`src/rtl/pcke_pkg.sv`:
```
package pcke_pkg;
    localparam int unsigned DATA_W = 32;
    localparam int unsigned LANES  = DATA_W / 8;

    // Bit positions of the enables (decoded by the clock-gating logic)
    localparam int unsigned B_DBG    = 22;
    localparam int unsigned B_UART   = 14;
    localparam int unsigned B_SPI    = 12;
    localparam int unsigned B_ADC    = 9;
    localparam int unsigned B_SEC    = 7;
    localparam int unsigned B_TMR_B  = 5;
    localparam int unsigned B_TMR_A  = 2;
    localparam int unsigned B_SYSCTL = 0;

    localparam logic [DATA_W-1:0] RW_MASK_DEF  = 32'h0040_5225;
    localparam logic [DATA_W-1:0] SET_MASK_DEF = 32'h0000_0080;

    typedef struct packed {
        logic [DATA_W-1:0] bits;
    } pcke_state_t;
endpackage

```
`src/rtl/pcke_stall.sv`:
```
module pcke_stall (
    input  logic sel,
    input  logic write,
    input  logic addr_hit,
    input  logic bus_busy,
    output logic ready,
    output logic wr_fire
);
    always_comb begin
        ready   = !(sel && bus_busy);
        wr_fire = sel && write && addr_hit && !bus_busy;
    end
endmodule

```
`src/rtl/pcke_lane_merge.sv`:
```
module pcke_lane_merge #(
    parameter int unsigned DATA_W = 32,
    localparam int unsigned LANES = DATA_W / 8
) (
    input  logic [DATA_W-1:0] cur,
    input  logic [DATA_W-1:0] wdata,
    input  logic [LANES-1:0]  wstrb,
    output logic [DATA_W-1:0] merged
);
    for (genvar g = 0; g < LANES; g++) begin : g_lane
        assign merged[8*g +: 8] = wstrb[g] ? wdata[8*g +: 8] : cur[8*g +: 8];
    end
endmodule

```
`src/rtl/pcke_bitctl.sv`:
```
module pcke_bitctl #(
    parameter int unsigned       DATA_W   = 32,
    parameter logic [DATA_W-1:0] RW_MASK  = 32'h0040_5225,
    parameter logic [DATA_W-1:0] SET_MASK = 32'h0000_0080
) (
    input  logic [DATA_W-1:0] cur,
    input  logic [DATA_W-1:0] merged,
    input  logic              wr_fire,
    input  logic              hw_clr,
    output logic [DATA_W-1:0] nxt
);
    localparam logic [DATA_W-1:0] LIVE = RW_MASK | SET_MASK;

    logic unused_resv;
    assign unused_resv = ^(merged & ~LIVE);

    for (genvar b = 0; b < DATA_W; b++) begin : g_bit
        if (SET_MASK[b]) begin : g_set
            // hardware clear takes priority over a software set
            assign nxt[b] = hw_clr ? 1'b0 : (cur[b] | (wr_fire & merged[b]));
        end else if (RW_MASK[b]) begin : g_rw
            assign nxt[b] = wr_fire ? merged[b] : cur[b];
        end else begin : g_resv
            assign nxt[b] = 1'b0;
        end
    end
endmodule

```
`src/rtl/pcke_ctrl.sv`:
```
module pcke_ctrl
    import pcke_pkg::*;
#(
    parameter int unsigned       ADDR_W   = 8,
    parameter logic [ADDR_W-1:0] REG_OFS  = 8'h34,
    parameter logic [31:0]       RW_MASK  = RW_MASK_DEF,
    parameter logic [31:0]       SET_MASK = SET_MASK_DEF
) (
    input  logic              clk,
    input  logic              rst_n,
    input  logic              sel,
    input  logic              write,
    input  logic [ADDR_W-1:0] addr,
    input  logic [31:0]       wdata,
    input  logic [3:0]        wstrb,
    input  logic              bus_busy,
    input  logic              sec_hw_clr,
    output logic [31:0]       rdata,
    output logic              ready,
    output logic              clk_en_dbg,
    output logic              clk_en_uart,
    output logic              clk_en_spi,
    output logic              clk_en_adc,
    output logic              clk_en_sec,
    output logic              clk_en_tmr_b,
    output logic              clk_en_tmr_a,
    output logic              clk_en_sysctl
);
    pcke_state_t state_d, state_q;
    logic              addr_hit;
    logic              wr_fire;
    logic [DATA_W-1:0] merged;
    logic [DATA_W-1:0] nxt_bits;
    logic [DATA_W-1:0] reg_bits;

    assign addr_hit = (addr == REG_OFS);
    assign reg_bits = state_q.bits;

    pcke_stall stall_i (
        .sel      (sel),
        .write    (write),
        .addr_hit (addr_hit),
        .bus_busy (bus_busy),
        .ready    (ready),
        .wr_fire  (wr_fire)
    );

    pcke_lane_merge #(.DATA_W(DATA_W)) merge_i (
        .cur    (reg_bits),
        .wdata  (wdata),
        .wstrb  (wstrb),
        .merged (merged)
    );

    pcke_bitctl #(.DATA_W(DATA_W), .RW_MASK(RW_MASK), .SET_MASK(SET_MASK)) bitctl_i (
        .cur     (reg_bits),
        .merged  (merged),
        .wr_fire (wr_fire),
        .hw_clr  (sec_hw_clr),
        .nxt     (nxt_bits)
    );

    always_comb begin
        state_d      = state_q;
        state_d.bits = nxt_bits;
    end

    always_ff @(posedge clk or negedge rst_n) begin
        if (!rst_n) begin
            state_q <= '0;
        end else begin
            state_q <= state_d;
        end
    end

    assign rdata = (sel && !write && addr_hit && !bus_busy) ? reg_bits : '0;

    assign clk_en_dbg    = reg_bits[B_DBG];
    assign clk_en_uart   = reg_bits[B_UART];
    assign clk_en_spi    = reg_bits[B_SPI];
    assign clk_en_adc    = reg_bits[B_ADC];
    assign clk_en_sec    = reg_bits[B_SEC];
    assign clk_en_tmr_b  = reg_bits[B_TMR_B];
    assign clk_en_tmr_a  = reg_bits[B_TMR_A];
    assign clk_en_sysctl = reg_bits[B_SYSCTL];
endmodule

```
`config.mk`:
```
export PLATFORM = sky130hd
export DESIGN_NAME = pcke_ctrl
export DESIGN_NICKNAME = d
export VERILOG_FILES = /design/src/rtl/pcke_pkg.sv /design/src/rtl/pcke_stall.sv /design/src/rtl/pcke_lane_merge.sv /design/src/rtl/pcke_bitctl.sv /design/src/rtl/pcke_ctrl.sv
export SDC_FILE = /design/constraint.sdc
export NUM_CORES = 1
export LEC_CHECK = 0
export ABC_CLOCK_PERIOD_IN_PS = 2100
export BUFFER_PORTS_ARGS = -buffer_cell sky130_fd_sc_hd__buf_4
export CORE_MARGIN = 2
export CORE_UTILIZATION = 30
export DETAILED_ROUTE_END_ITERATION = 7
export PLACE_DENSITY = 0.85
export SYNTH_ARGS = -nofsm -noshare
export SYNTH_HDL_FRONTEND = slang
export SYNTH_SLANG_ARGS = --single-unit
```
`constraint.sdc`:
```
create_clock -name clk -period 2.1 [get_ports clk]
set_clock_uncertainty 0.05 [all_clocks]
set_input_delay 0.42 -clock clk [delete_from_list [all_inputs] [get_ports clk]]
set_output_delay 0.42 -clock clk [all_outputs]
set_load 0.02 [all_outputs]
```
Word-level counts from Yosys, hierarchy flattened
Index checks and enable logic that the tools add are counted.
Cells by class
  equality and inequality tests: 1
  mux-type cells: 3
  bitwise gates (word level): 2
  reductions and logical operators: 13
Operators by type and width (count)
  $mux W23: 1
  $eq A8 B6 Y1 const B: 1
  $mux W8: 1
  $logic_and A1 B1 Y1: 7
  $reduce_and A2 Y1: 3
  $logic_not A1 Y1: 3
  $and A1 B1 Y1: 1
  $mux W1: 1
  $or A1 B1 Y1: 1
Word-level totals
  register bits: 8
  bits of input ports: 50
  output and inout port bits: 41

Longest topological paths before layout
  word-level depth: 6
  gate-level depth with buffers: 3

Hierarchy
A second synthesis with hierarchy kept.
Second synthesis, totals
  cells, all modules: 186
  area total of the unflattened synthesis: 2351.0 µm²
By module, submodules not included
  pcke_ctrl: area each 1502.7 µm², instances 1, seq. area each 800.8 µm², cells each 113
  pcke_lane_merge: area each 525.5 µm², instances 1, seq. area each 0.0 µm², cells each 36
  pcke_bitctl: area each 309.0 µm², instances 1, seq. area each 0.0 µm², cells each 35
  pcke_stall: area each 13.8 µm², instances 1, seq. area each 0.0 µm², cells each 2

Least setup slack after synthesis
OpenSTA, ideal clock, no wires.
  kind: input-to-output
  start point: in addr[1]
  end point: out rdata[0]
  buffers on the path: 0
  cell stages on the path: 3
  arrival time: 1.632 ns
  data required time: 1.630 ns
  setup slack: -0.002 ns
  path through: or4b_4 > nor4_4 > and2_1
On the way
  cells in the longest elaborated chain, start to end: 4
RTL lines
  start, declared: RTL line pcke_ctrl.sv:13  | input logic [ADDR_W-1:0] addr,
  $eq A8 B6 Y1: RTL line pcke_ctrl.sv:36  | assign addr_hit = (addr == REG_OFS);
  $logic_and A1 B1 Y1 (2 in a row): RTL line pcke_ctrl.sv:76  | assign rdata = (sel && !write && addr_hit && !bus_busy) ? reg_bits : '0;
  $mux W23: RTL line pcke_ctrl.sv:76
  end, declared: RTL line pcke_ctrl.sv:18  | output logic [31:0] rdata,
No other way between the ends.

Worst setup path in the final report
  start point: in addr[7]
  end point: out rdata[0]
Same word-level chain as after synthesis.

==> impl_metrics.ini <==
[layout]
diodes = 0
final_area_mm2 = 0.00102
drive_gt1_share_pct = 61.5
n_fill_cell = 206
layoutNonFillerInstCount = 136
final_core_util_pct = 50.8
fin_nets = 161
largest_reg_flops = 8
area_growth_pct = 55.7
multiInputGateArea_um2 = 375
regArea_um2 = 200

[logic_synthesis]
synth_most_common_cell = buf_4
yosys.area.top_type = dfrtp_1
yosysSeqAreaShare_pct = 30.7
synth-main-ff-cell = dfrtp_1
ys_ff_latch = 8
synth.top_cell.area_share_pct = 30.7
synth_warnings = 0
synth_area_um2 = 653
ys_top_cells_by_area = dfrtp_1 31%, buf_4 28%, mux2_2 12%
synth_edf_count = 0
avgSynthCellArea_um2 = 10.5
synthTopCellsByCount = 24 x buf_4, 8 x and2_1, 8 x dfrtp_1, 7 x mux2_2, 4 x nand2_1
synthArstFlopShare_pct = 100
yosysUniqueCellTypes = 14
syn-instance-count = 62

[clock_network]
worstSkewPairLatency_ps = 250
path_clk_slew_ps = 60
h-tree-depth = 1
cts_buffers = 3
cts.sinks = 8
clk_path_buf_depth = 2
clockRootBuffer = clkbuf_4
cts_tree = done

[placed_design]
placed_area_um2 = 933
dp_cells = 132
io_buffers = 41
dp_hpwl_um = 1170
gp_congestion = 0.626

[power]
p_leak_nw = 0.563
switching_share_pct = 30.2
clkPwrFrac_pct = 31.4
switching_power_uw = 112
internal_power_uw = 260
p_comb_share_pct = 26.7
powerDensity_mw_per_mm2 = 366
p_seq_share_pct = 41.9
vdd.ir_drop.worst_uv = 310

[timing]
setup_violations = 8
hold_violations = 0
finalSetupTns_ps = -1080
max_freq_mhz = 446
drv_slew = 0
rsz0062_at_grt = true
layout_setup_ws_ps = -141
fin_crit_ps = 2240
post-route-period-util_pct = 107

[detailed_routing]
wl_um = 1420
drc = 0
wl_met1_um = 462
via_count = 544
avgRoutedWirePerCell_um = 10.5
highest_layer = met3
route.met2.wl_um = 814
dr.pass1.iters = 1
drt_iter0_markers = 0
dr_wl_met3_um = 145
ant_nets = 0
vias_per_cell = 4.00

[floorplanning]
num_rows = 16
dieHeight_um = 50.7
start_util_pct = 32.6
fp.dieW_um = 50.7
core_area_mm2 = 0.00200
ios = 91
dieArea_mm2 = 0.00257

[worst_setup_path]
cp-start-kind = input pin
worstPathMaxFanout = 8
timing.rr.start = reg_bits[0]$_DFFE_PN0P_
startpoint = addr[7]
critPathCaptureType = primary output
worstPathRequired_ps = 1630
cp.arrival_ps = 1770
critPathKind = input pin to primary output

[global_route]
grt_pass1_wl_um = 2300
grt_start_max_net_pins = 9
antenna_found_initial = 0
grt_util_all_layers_pct = 12.1
overflow = 0
grt_pass1_vias = 519

[worst_hold_path]
hp-class = input pin to flip-flop
hold_start = wdata[0]

[outcome]
violations = setup timing
status = finished, violations left

[flow_run]
max-cap-violations = 0
## timing repair
action	CTS	global route
endpoints found under the setup margin	8	8
buffers inserted	0	0
hold endpoints to repair	8	0
hold buffers	1	0
pin swaps	11	1
resized for setup	18	1
## cells by family after synthesis
kind of cell / Yosys count / share of synthesized area [%]
buffers and inverters: 25 / 28.2
and+or+nand+nor: 20 / 27.2
DFF: 8 / 30.7
muxes: 7 / 12.1
AOI/OAI and AO/OA: 1 / 1.34
other: 1 / 0.574
## worst paths after layout
path | to | slack (ps) | cells past startpoint
max | rdata[0] | -140 | 6
min | reg_bits[0]$_DFFE_PN0P_ | 350 | 2
max reg2reg | reg_bits[0]$_DFFE_PN0P_ | 1280 | 1
min reg2reg | reg_bits[14]$_DFFE_PN0P_ | 490 | 1
max in group asynchronous | reg_bits[22]$_DFFE_PN0P_ | 1400 | 2
min in group asynchronous | reg_bits[5]$_DFFE_PN0P_ | 470 | 2
## metal layers
layer | global-route usage [%] | up-vias
li1 | - | 253
met5 | 0 | -
met2 | 21.9 | 34
met4 | 6.76 | 0
met3 | 3.27 | 0
met1 | 12.5 | 257
## layout make-up
class / count / share of cell area, %
inverter: 1 / 0.369
clock buffer: 3 / 2.21
sequential: 8 / 19.7
tap: 27 / 3.32
timing repair buffer: 45 / 37.5
multi-input combinational: 52 / 36.9
## critical path: stages
cell	delay, ps
buf_6	90
or4bb_4	560
nor4_4	290
buf_6	170
and2_4	140
buf_6	110
## per-stage QoR
stage	hold WS [ps]	power (mW)	setup slack, ps
detailed placement	192	0.255	-166
global placement	194	0.254	-145
floorplan	74.4	0.246	27.6
CTS	346	0.374	-141
global route	336	0.395	-189
finish	350	0.373	-141
## power by group through the flow
stage	logic [mW]	registers (mW)	clock network, mW
2_1_floorplan	0.0856	0.160	0
5_1_grt	0.108	0.156	0.131
3_5_place_dp	0.0962	0.159	0
6_report	0.0995	0.156	0.117
3_3_place_gp	0.0952	0.159	0
4_1_cts	0.0992	0.156	0.118
## layout by cell type (no fill, tap or decap)
master	Yosys	routed
nor2b_1	1	1
dlygate4sd3_1	0	1
buf_6	0	11
a22o_1	1	1
or4b_4	1	1
or4bb_4	1	1
or2b_1	1	1
nor4_4	3	3
clkbuf_4	0	3
inv_1	1	1
nor4_1	1	1
nand2_1	4	4
dfrtp_1	8	8
and2_4	0	8
mux2_2	7	7
conb_1	1	24
buf_4	24	33
(Power assumes the default switching activity.)
